### config.mk
export PLATFORM = sky130hd
export DESIGN_NAME = core_timer_ctrl
export DESIGN_NICKNAME = d
export VERILOG_FILES = /design/src/rtl/ctl_pkg.sv /design/src/rtl/ctl_decode.sv /design/src/rtl/ctl_timebase.sv /design/src/rtl/ctl_hart_slot.sv /design/src/rtl/core_timer_ctrl.sv
export SDC_FILE = /design/constraint.sdc
export NUM_CORES = 1
export LEC_CHECK = 0
export BUFFER_PORTS_ARGS = -buffer_cell sky130_fd_sc_hd__buf_4
export CAP_MARGIN = 20
export CELL_PAD_IN_SITES_DETAIL_PLACEMENT = 1
export CELL_PAD_IN_SITES_GLOBAL_PLACEMENT = 1
export CORE_AREA = 2 2 182 184
export CTS_CLUSTER_DIAMETER = 80
export DETAILED_ROUTE_END_ITERATION = 8
export DIE_AREA = 0 0 184 186
export PLACE_DENSITY = 0.86
export SYNTH_ARGS = -nofsm -noshare
export SYNTH_HDL_FRONTEND = slang
export SYNTH_SLANG_ARGS = --single-unit
### constraint.sdc
create_clock -name clk -period 2.91 [get_ports clk]
set_input_delay 0.4365 -clock clk [delete_from_list [all_inputs] [get_ports clk]]
set_output_delay 0.4365 -clock clk [all_outputs]
set_load 0.01 [all_outputs]
### src/rtl/ctl_pkg.sv
// Package: shared constants, region codes and the byte-merge helper for the
// core-local timer controller. Assumes a 32-bit data bus with 4 byte enables.
package ctl_pkg;

    localparam int unsigned SOFT_BASE = 32'h0000_0000;
    localparam int unsigned CMP_BASE  = 32'h0000_4000;
    localparam int unsigned TIME_BASE = 32'h0000_BFF8;
    localparam int unsigned WIN_SPAN  = 32'h000C_0000;

    typedef enum logic [1:0] {
        RG_NONE = 2'd0,
        RG_SOFT = 2'd1,
        RG_CMP  = 2'd2,
        RG_TIME = 2'd3
    } region_e;

    // Replace the enabled bytes of old_w with those of new_w.
    function automatic logic [31:0] byte_merge(input logic [31:0] old_w,
                                               input logic [31:0] new_w,
                                               input logic [3:0]  strb);
        logic [31:0] res;
        res = old_w;
        for (int b = 0; b < 4; b++) begin
            if (strb[b]) res[8*b +: 8] = new_w[8*b +: 8];
        end
        return res;
    endfunction

endpackage

### src/rtl/ctl_decode.sv
// Address decoder: classifies a byte address into one of the three mapped
// ranges, or none. Assumes word-aligned 32-bit accesses. A misaligned
// address, or one outside every range, yields RG_NONE.
module ctl_decode
    import ctl_pkg::*;
#(
    parameter int NUM_HARTS = 2,
    parameter int ADDR_W    = 20,
    parameter int IDX_W     = (NUM_HARTS > 1) ? $clog2(NUM_HARTS) : 1
) (
    input  logic [ADDR_W-1:0] addr,
    output region_e           region,
    output logic [IDX_W-1:0]  idx,
    output logic              hi_half
);

    localparam logic [ADDR_W-1:0] SOFT_END = ADDR_W'(SOFT_BASE + 4 * NUM_HARTS);
    localparam logic [ADDR_W-1:0] CMP_LO   = ADDR_W'(CMP_BASE);
    localparam logic [ADDR_W-1:0] CMP_END  = ADDR_W'(CMP_BASE + 8 * NUM_HARTS);
    localparam logic [ADDR_W-1:0] TIME_LO  = ADDR_W'(TIME_BASE);
    localparam logic [ADDR_W-1:0] TIME_END = ADDR_W'(TIME_BASE + 8);

    logic aligned;

    // Range match; the bases are 8-byte aligned, so bit 2 selects the upper word.
    always_comb begin
        region  = RG_NONE;
        idx     = '0;
        hi_half = 1'b0;
        aligned = (addr[1:0] == 2'b00);
        if (aligned) begin
            if (addr < SOFT_END) begin
                region = RG_SOFT;
                idx    = IDX_W'(addr >> 2);
            end else if (addr >= CMP_LO && addr < CMP_END) begin
                region  = RG_CMP;
                idx     = IDX_W'((addr - CMP_LO) >> 3);
                hi_half = addr[2];
            end else if (addr >= TIME_LO && addr < TIME_END) begin
                region  = RG_TIME;
                hi_half = addr[2];
            end
        end
    end

endmodule

### src/rtl/ctl_timebase.sv
// Shared 64-bit time counter. A software write to either word replaces the
// enabled bytes and takes priority over a tick in the same cycle. Otherwise
// the counter adds tick_step on each enabled tick. The caller gates wr_lo and
// wr_hi so that at most one is high.
module ctl_timebase
    import ctl_pkg::*;
#(
    parameter int STEP_W = 8
) (
    input  logic              clk,
    input  logic              rst_n,
    input  logic              tick_en,
    input  logic [STEP_W-1:0] tick_step,
    input  logic              wr_lo,
    input  logic              wr_hi,
    input  logic [31:0]       wdata,
    input  logic [3:0]        strb,
    output logic [63:0]       time_q
);

    // Counter update: reset, then write, then tick, in that priority.
    always_ff @(posedge clk) begin
        if (!rst_n) begin
            time_q <= '0;
        end else if (wr_lo) begin
            time_q[31:0] <= byte_merge(time_q[31:0], wdata, strb);
        end else if (wr_hi) begin
            time_q[63:32] <= byte_merge(time_q[63:32], wdata, strb);
        end else if (tick_en) begin
            time_q <= time_q + 64'(tick_step);
        end
    end

endmodule

### src/rtl/ctl_hart_slot.sv
// Per-hart state: the 64-bit compare register, the software-interrupt bit and
// the unsigned compare that drives the timer line. The timer line is
// combinational on the registers, so it follows every write and tick.
module ctl_hart_slot
    import ctl_pkg::*;
(
    input  logic        clk,
    input  logic        rst_n,
    input  logic [63:0] time_now,
    input  logic        cmp_wr_lo,
    input  logic        cmp_wr_hi,
    input  logic [31:0] wdata,
    input  logic [3:0]  strb,
    input  logic        soft_wr,
    input  logic        soft_byte_en,
    input  logic        soft_bit,
    output logic [63:0] cmp_q,
    output logic        soft_q,
    output logic        timer_irq
);

    // Compare register: resets to all ones, byte-granular writes.
    always_ff @(posedge clk) begin
        if (!rst_n) begin
            cmp_q <= '1;
        end else if (cmp_wr_lo) begin
            cmp_q[31:0] <= byte_merge(cmp_q[31:0], wdata, strb);
        end else if (cmp_wr_hi) begin
            cmp_q[63:32] <= byte_merge(cmp_q[63:32], wdata, strb);
        end
    end

    // Software bit: loaded only when the lowest byte is enabled.
    always_ff @(posedge clk) begin
        if (!rst_n) begin
            soft_q <= 1'b0;
        end else if (soft_wr && soft_byte_en) begin
            soft_q <= soft_bit;
        end
    end

    // Level timer line from the unsigned 64-bit compare.
    always_comb begin
        timer_irq = (time_now >= cmp_q);
    end

endmodule

### src/rtl/core_timer_ctrl.sv
// Top: core-local timer and software-interrupt controller. It decodes bus
// requests, routes writes to the time base and the per-hart slots, muxes read
// data and registers a one-cycle response. Assumes ADDR_W is wide enough for
// the 0xC0000-byte window and that requests arrive in the clk domain.
module core_timer_ctrl
    import ctl_pkg::*;
#(
    parameter int NUM_HARTS = 2,
    parameter int ADDR_W    = 20,
    parameter int STEP_W    = 8
) (
    input  logic                 clk,
    input  logic                 rst_n,
    input  logic                 tick_en,
    input  logic [STEP_W-1:0]    tick_step,
    input  logic                 req_valid,
    input  logic                 req_write,
    input  logic [ADDR_W-1:0]    req_addr,
    input  logic [31:0]          req_wdata,
    input  logic [3:0]           req_strb,
    output logic                 rsp_valid,
    output logic [31:0]          rsp_rdata,
    output logic                 rsp_err,
    output logic [NUM_HARTS-1:0] timer_irq,
    output logic [NUM_HARTS-1:0] soft_irq
);

    localparam int IDX_W = (NUM_HARTS > 1) ? $clog2(NUM_HARTS) : 1;

    region_e          dec_region;
    logic [IDX_W-1:0] dec_idx;
    logic             dec_hi;
    logic             acc_ok;
    logic             wr_go;
    logic             time_wr_lo;
    logic             time_wr_hi;
    logic [63:0]      time_q;
    logic [63:0]      cmp_arr [NUM_HARTS];
    logic [31:0]      rd_word;

    ctl_decode #(
        .NUM_HARTS(NUM_HARTS),
        .ADDR_W   (ADDR_W),
        .IDX_W    (IDX_W)
    ) u_decode (
        .addr   (req_addr),
        .region (dec_region),
        .idx    (dec_idx),
        .hi_half(dec_hi)
    );

    // Write qualification: a valid, mapped write request.
    always_comb begin
        acc_ok     = (dec_region != RG_NONE);
        wr_go      = req_valid && req_write && acc_ok;
        time_wr_lo = wr_go && (dec_region == RG_TIME) && !dec_hi && (req_strb != 4'b0000);
        time_wr_hi = wr_go && (dec_region == RG_TIME) &&  dec_hi && (req_strb != 4'b0000);
    end

    ctl_timebase #(
        .STEP_W(STEP_W)
    ) u_timebase (
        .clk      (clk),
        .rst_n    (rst_n),
        .tick_en  (tick_en),
        .tick_step(tick_step),
        .wr_lo    (time_wr_lo),
        .wr_hi    (time_wr_hi),
        .wdata    (req_wdata),
        .strb     (req_strb),
        .time_q   (time_q)
    );

    for (genvar h = 0; h < NUM_HARTS; h++) begin : g_hart
        logic sel;
        logic cmp_lo_we;
        logic cmp_hi_we;
        logic soft_we;

        // Per-hart write enables from the decoded index.
        always_comb begin
            sel       = (dec_idx == IDX_W'(h));
            cmp_lo_we = wr_go && (dec_region == RG_CMP) && sel && !dec_hi;
            cmp_hi_we = wr_go && (dec_region == RG_CMP) && sel &&  dec_hi;
            soft_we   = wr_go && (dec_region == RG_SOFT) && sel;
        end

        ctl_hart_slot u_slot (
            .clk         (clk),
            .rst_n       (rst_n),
            .time_now    (time_q),
            .cmp_wr_lo   (cmp_lo_we),
            .cmp_wr_hi   (cmp_hi_we),
            .wdata       (req_wdata),
            .strb        (req_strb),
            .soft_wr     (soft_we),
            .soft_byte_en(req_strb[0]),
            .soft_bit    (req_wdata[0]),
            .cmp_q       (cmp_arr[h]),
            .soft_q      (soft_irq[h]),
            .timer_irq   (timer_irq[h])
        );
    end

    // Read mux over the three ranges; unmapped reads give zero.
    always_comb begin
        rd_word = '0;
        case (dec_region)
            RG_SOFT: rd_word = {31'b0, soft_irq[dec_idx]};
            RG_CMP:  rd_word = dec_hi ? cmp_arr[dec_idx][63:32] : cmp_arr[dec_idx][31:0];
            RG_TIME: rd_word = dec_hi ? time_q[63:32] : time_q[31:0];
            default: rd_word = '0;
        endcase
    end

    // One-cycle registered response with error flag.
    always_ff @(posedge clk) begin
        if (!rst_n) begin
            rsp_valid <= 1'b0;
            rsp_err   <= 1'b0;
            rsp_rdata <= '0;
        end else begin
            rsp_valid <= req_valid;
            rsp_err   <= req_valid && !acc_ok;
            rsp_rdata <= (req_valid && !req_write && acc_ok) ? rd_word : 32'h0;
        end
    end

endmodule

==> results.yml, run 1 <==
floorplanning:
  floorplan.die.height_microns: 186
  die_width_microns: 184
  io_pins: 107
  fp-row-count: 66
  die-area_sq_mm: 0.0342
  initial_cell_density_of_the_core_pct: 46.3
  core_sq_mm: 0.0322
cells_and_area:
  final_common_cell: "buf_4"
  finish.net_count: 2133
  drive_above_1_share_pct: 27.3
  mostFrequentLayoutCells: "buf_4, nand2_1, dfxtp_1"
  area_growth_syn_to_layout_pct: 26.4
  n_fill_cell: 3678
  n_antenna_cell: 0
worst_setup_path:
  cp_data_required_time_ns: 2.47
  critical_path.startpoint: "g_hart[1].u_slot.cmp_q[21]"
  critical_path_sink: "timer_irq[1]"
  setup.worst_path.end_class: "output pin"
  critPathArrivalTime_ns: 2.72
  worst_setup_path_start_kind: "flip-flop"
  timing.setup.critical_path_class: "reg2out"
  r2r_cells: 10
  rr_startpoint: "u_timebase.time_q[7]"
  worstReg2RegEnd: "u_timebase.time_q[52]"
  worst_path_max_fanout: 3
  rrSetupSlack_ns: -0.08
pwr:
  p_seq_share_pct: 43.7
  internal-power_mw: 5.29
  irDropWorstVdd_mv: 0.462
  comb_power_share_pct: 9.1
  power_switching_share_pct: 26.3
  power_leakage_nw: 8.98
  powerDensity_mw_per_mm2: 381
  power.clock.fraction_pct: 47.2
  power_switching_mw: 1.89
synth:
  syn-num-nets: 1934
  synth.yosys.seq_area_share_pct: 30.6
  synth-edff-count: 0
  synth.distinct_cells: 83
  synth_top_cell_area_share_pct: 30.6
  async_flop_share_pct: 0
  synth-seq-cells: 228
  post_synth.cell_area_avg_sq_um: 8.63
  syn-instance-count: 1728
  ys.warnings.count: 0
  synth_area_leaders: "dfxtp_1, ha_1, mux2i_1, nand2_1, mux4_2"
  syn-cell-area_sq_mm: 0.0149
  synth_top_flop_cell: "dfxtp_1"
  synth_area_leader_cell: "dfxtp_1"
timing:
  max_slew.worst_pin.slew_ns: 0.806
  fmaxAchievable_mhz: 317
  post-route-min-period_ns: 3.16
  unrepaired_setup_endpoints_after_global_routing: "yes"
  final.setup_skew_ns: 0.0225
  setup_viol: 6
  maxSlewViolCount: 0
  final_min_period_over_clock_period_pct: 109
  final.setup.worst_slack_ns: -0.248
  final_setup_tns_ns: -0.593
  timing.final.hold_violations: 0
  timing.slew.headroom_pct: 46.3
  worst_hold_slack_ns: 0.123
placed_design:
  hpwl_detailed_mm: 43.3
  globalplace.congestion: 0.961
  portBuffers: 106
outcome:
  run_status: "complete, but fails checks"
  failed_checks: "setup timing"
clocking:
  cts_tree: "done"
  clock_sinks: 228
  ctsLongestPathBuffers: 3
  holdBufCountCts: 0
  cts_buffers: 27
  clock_tree.htree_level_count: 1
  clockRootBuffer: "clkbuf_16"
  clk_pin_slew_worst_paths_ns: 0.06
  worstSkewPairLatency_ns: 0.56
detailed_routing:
  totalWireLength_mm: 66.3
  drc: 0
  num_vias: 16200
  drt_first_pass_iters: 5
  route.detailed.vias_per_inst: 6.88
  detailedRoute.firstIterationViolations: 1827
  antenna_violating_nets_post_route: 0
  wl_per_cell_microns: 28.2
grt:
  grt_pass1_wl_mm: 97.9
  globalRouteTotalUtil_pct: 37.2
  grt_antenna_before_repair: 0
  grt_most_used_layer: "met2"
  grt_pass1_vias: 16900
  globalRouteMet3Util_pct: 6.67
  groute.layer.met2.usage_pct: 62.7
  globalRouteMet1Util_pct: 43.2
  gr-total-overflow: 0
  grt_start_max_net_pins: 132
worst_hold_path:
  worstHoldPathType: "in2reg"
flow_run:
  cap_violations: 0
area by class of cell:
class	instances	area, sq um	area share (%)
Clock buffer	36	769	4.08
Sequential cell	228	4660	24.7
Tap cell	408	510	2.71
Clock inverter	11	87.6	0.465
Multi-Input combinational cell	1246	9990	53.0
Inverter	141	529	2.81
Timing Repair Buffer	283	2290	12.2
synth_stat cells (all sizes together), types with 18 or more instances:
library cell and count:
a21o 33, a21oi 79, a31oi 27, and3 18
and4 18, buf 53, clkbuf 60, dfxtp 228
ha 136, inv 140, mux2i 98, mux4 32
nand2 227, nand3 46, nand4 47, nor2 70
nor3 27, nor4 21, o211ai 79, o21ai 50
o2bb2ai 34
per-stage QoR:
step	utilization, %	cell area, sq um	setup WS [ns]	total power [mW]	instances
6_report	58.5	18800	-0.248	7.18	2353
5_1_grt	58.5	18800	-0.364	7.34	2353
4_1_cts	57.7	18600	-0.133	7.11	2344
3_5_place_dp	52.7	17000	-0.201	3.80	2277
3_3_place_gp	52.7	17000	-0.0454	3.77	2277
2_1_floorplan	-	14900	0.184	3.49	1728
how the worst min path moves through the flow:
stage / startpoint / to / cells past startpoint
2_1_floorplan: g_hart[1].u_slot.soft_q / g_hart[1].u_slot.soft_q / 2
3_3_place_gp: g_hart[1].u_slot.cmp_q[30] / g_hart[1].u_slot.cmp_q[30] / 2
3_5_place_dp: g_hart[1].u_slot.cmp_q[25] / g_hart[1].u_slot.cmp_q[25] / 2
4_1_cts: req_valid / rsp_valid / 3
5_1_grt: req_valid / rsp_valid / 3
6_report: req_valid / rsp_valid / 3
registers in the layout (all words and copies together) (netlist names):
signal / count
u_timebase.time_q: 64
rsp_err: 1
g_hart.u_slot.cmp_q: 128
rsp_valid: 1
g_hart.u_slot.soft_q: 2
rsp_rdata: 32
critical path, stage by stage (launching register included):
cell,delay (ns)
dfxtp_1,0.40
inv_1,0.08
ha_1,0.34
a211oi_1,0.30
o21ai_1,0.13
o221ai_1,0.24
a21oi_2,0.13
a31oi_1,0.17
buf_4,0.17
a21oi_4,0.06
buf_6,0.13
repair_timing:
item	CTS	global route
buffers inserted	20	8
gates resized for setup	147	42
pin swaps	49	22
setup endpoints to repair	10	25
routing by layer:
| metal | vias up | wire length [microns] |
|---|---|---|
| met5 | - | 0 |
| met1 | 7950 | 24200 |
| met4 | 0 | 5250 |
| li1 | 6800 | - |
| met2 | 1070 | 30800 |
| met3 | 358 | 6030 |
logic make-up after synthesis:
family                   synth area share [%]
XOR/XNOR                                0.176
buffers and inverters                    7.23
multiplexers                             11.6
AO/OA/AOI/OAI                            20.4
adder cells (fa/ha/maj)                  11.5
flip-flops                               30.6
AND/OR/NAND/NOR                          18.4
power by group through the flow:
stage | Combinational (mW) | Clock, mW | Sequential [mW]
floorplan | 0.274 | 0 | 3.22
global placement | 0.557 | 0 | 3.21
detailed placement | 0.583 | 0 | 3.22
CTS | 0.605 | 3.37 | 3.14
global route | 0.676 | 3.53 | 3.14
finish | 0.652 | 3.39 | 3.14
(Power assumes the default switching activity.)
==> inputs of run 2 (changes only) <==
--- a/config.mk
+++ b/config.mk
@@ -14,6 +14,7 @@
 export DETAILED_ROUTE_END_ITERATION = 8
 export DIE_AREA = 0 0 184 186
 export PLACE_DENSITY = 0.86
+export SKIP_LAST_GASP = 1
 export SYNTH_ARGS = -nofsm -noshare
 export SYNTH_HDL_FRONTEND = slang
 export SYNTH_SLANG_ARGS = --single-unit
==> results.yml, run 2 (same netlist as run 1, synthesis figures left out) <==
outcome:
  run_status: "complete, but fails checks"
  failed_checks: "setup timing"
worst_setup_path:
  timing.setup.critical_path_class: "reg2out"
  rrSetupSlack_ns: -0.01
  worst_setup_path_start_kind: "flip-flop"
  worstReg2RegEnd: "u_timebase.time_q[49]"
  setup.worst_path.end_class: "output pin"
  critPathArrivalTime_ns: 2.78
  timing.critical_path.cells: "inv_2, ha_4, and3_4, nand4_1, a31oi_1, nand2_1, a31o_4, nand3_4, buf_6"
  rr_startpoint: "u_timebase.time_q[4]"
  worst_path_max_fanout: 3
  cp_data_required_time_ns: 2.47
  crit_path_max_incr_delay_ns: 0.37
  r2r_cells: 9
  critical_path_cell_with_the_highest_stage_delay: "dfxtp_4"
pwr:
  power_leakage_nw: 8.95
  comb_power_share_pct: 9.0
  power_switching_share_pct: 26.2
  p_seq_share_pct: 43.8
  power.clock.fraction_pct: 47.3
  power_switching_mw: 1.88
  internal-power_mw: 5.29
  irDropWorstVdd_mv: 0.429
  powerDensity_mw_per_mm2: 381
worst_hold_path:
  worstHoldPathType: "in2reg"
  end_point_of_the_most_critical_hold_path: "rsp_valid"
  hold_depth: 3
  timing.hold.worst.start: "req_valid"
cells_and_area:
  drive_above_1_share_pct: 26.8
  finish.net_count: 2130
  mostFrequentLayoutCells: "buf_4, nand2_1, dfxtp_1"
  largestRegisters: "g_hart.u_slot.cmp_q x128, u_timebase.time_q x64, rsp_rdata x32"
  n_antenna_cell: 0
  largest_register_ff_count: 128
  final_cell_count_no_fill: 2350
  top_register: "g_hart.u_slot.cmp_q"
  area_growth_syn_to_layout_pct: 26.2
  final_common_cell: "buf_4"
timing:
  maxSlewViolCount: 0
  final.setup.worst_slack_ns: -0.310
  post-route-min-period_ns: 3.22
  setup_viol: 3
  max_slew.worst_pin.slew_ns: 0.816
  final_setup_tns_ns: -0.537
  timing.slew.headroom_pct: 45.6
  timing.final.hold_violations: 0
  unrepaired_setup_endpoints_after_global_routing: "yes"
  fmaxAchievable_mhz: 311
  final.setup_skew_ns: 0.0211
  final_min_period_over_clock_period_pct: 111
clocking:
  holdBufCountCts: 0
  clockRootBuffer: "clkbuf_16"
  worstSkewPairLatency_ns: 0.56
  cts_buffers: 27
  cts_tree: "done"
  clock_tree.htree_level_count: 1
  ctsLongestPathBuffers: 3
  clock_sinks: 228
  clk_pin_slew_worst_paths_ns: 0.07
floorplanning:
  die_width_microns: 184
  io_pins: 107
  fp-row-count: 66
  floorplan.die.height_microns: 186
  initial_cell_density_of_the_core_pct: 46.3
  die-area_sq_mm: 0.0342
  core_sq_mm: 0.0322
detailed_routing:
  drt_first_pass_iters: 7
  detailedRoute.firstIterationViolations: 1663
  totalWireLength_mm: 65.1
  drc: 0
  antenna_violating_nets_post_route: 0
  route.detailed.vias_per_inst: 6.85
  wl_per_cell_microns: 27.7
  num_vias: 16100
placed_design:
  hpwl_detailed_mm: 43.3
  portBuffers: 106
  dp_cells: 2277
  globalplace.congestion: 0.961
grt:
  grt_pass1_wl_mm: 97.5
  grt_start_max_net_pins: 132
  gr-total-overflow: 0
  grt_antenna_before_repair: 0
  globalRouteTotalUtil_pct: 36.9
  grt_pass1_vias: 17000
flow_run:
  cap_violations: 0
-- run 2: changes by cell type in the layout (fill, tap and decap cells not counted), sizes merged --
cell,change
buf,-2
clkbuf,-1
-- run 2: worst max path at each step --
| stage | endpoint | startpoint | cells past startpoint |
|---|---|---|---|
| 6_report | timer_irq[0] | g_hart[0].u_slot.cmp_q[22] | 9 |
| 3_5_place_dp | u_timebase.time_q[50] | tick_step[0] | 10 |
| 3_3_place_gp | u_timebase.time_q[50] | tick_step[0] | 10 |
| 2_1_floorplan | u_timebase.time_q[60] | tick_step[0] | 10 |
| 5_1_grt | timer_irq[0] | g_hart[0].u_slot.cmp_q[31] | 7 |
| 4_1_cts | timer_irq[0] | g_hart[0].u_slot.cmp_q[18] | 9 |
-- run 2: layout make-up --
cell class | instances | area (sq um)
Clock buffer | 36 | 769
Multi-Input combinational cell | 1246 | 9990
Sequential cell | 228 | 4660
Tap cell | 408 | 510
Timing Repair Buffer | 280 | 2260
Clock inverter | 11 | 87.6
Inverter | 141 | 529
Fill cell | 3693 | 13400
-- run 2: per-stage QoR --
stage	total power, mW	util (%)	hold WS [ns]	instance area (sq um)	worst slack (ns)
6_report	7.17	58.4	0.116	18800	-0.310
2_1_floorplan	3.49	-	0.445	14900	0.184
3_5_place_dp	3.80	52.7	0.492	17000	-0.201
5_1_grt	7.34	58.4	0.123	18800	-0.397
4_1_cts	7.11	57.7	0.113	18600	-0.135
3_3_place_gp	3.77	52.7	0.481	17000	-0.0454
-- run 2: repair_timing --
item                       4_1_cts  5_1_grt
pin swaps                       49       18
gates resized for setup        144       40
setup buffers                   20        5
setup endpoints to repair       10       24
-- run 2: critical path, delay by kind of cell, from the launching register on --
family / cells / cell delay, ns
flops: 1 / 0.37
buf+inv: 2 / 0.15
simple gates: 4 / 0.80
fa+ha+maj: 1 / 0.26
compound gates: 2 / 0.65
-- run 2: power by group through the flow --
| stage | combinational (mW) | sequential [mW] | clock, mW |
|---|---|---|---|
| after floorplan | 0.274 | 3.22 | 0 |
| after global placement | 0.557 | 3.21 | 0 |
| after detailed placement | 0.583 | 3.22 | 0 |
| after CTS | 0.605 | 3.14 | 3.37 |
| after global routing | 0.667 | 3.14 | 3.53 |
| final | 0.644 | 3.14 | 3.39 |
-- run 2: metal layers --
layer | GRT usage (%) | share of wire (%) | wire (microns)
met3 | 5.71 | 8.6 | 5590
met1 | 42.9 | 37 | 24200
met5 | 0 | 0 | 0
met4 | 23.6 | 7.4 | 4810
met2 | 63.4 | 47 | 30500
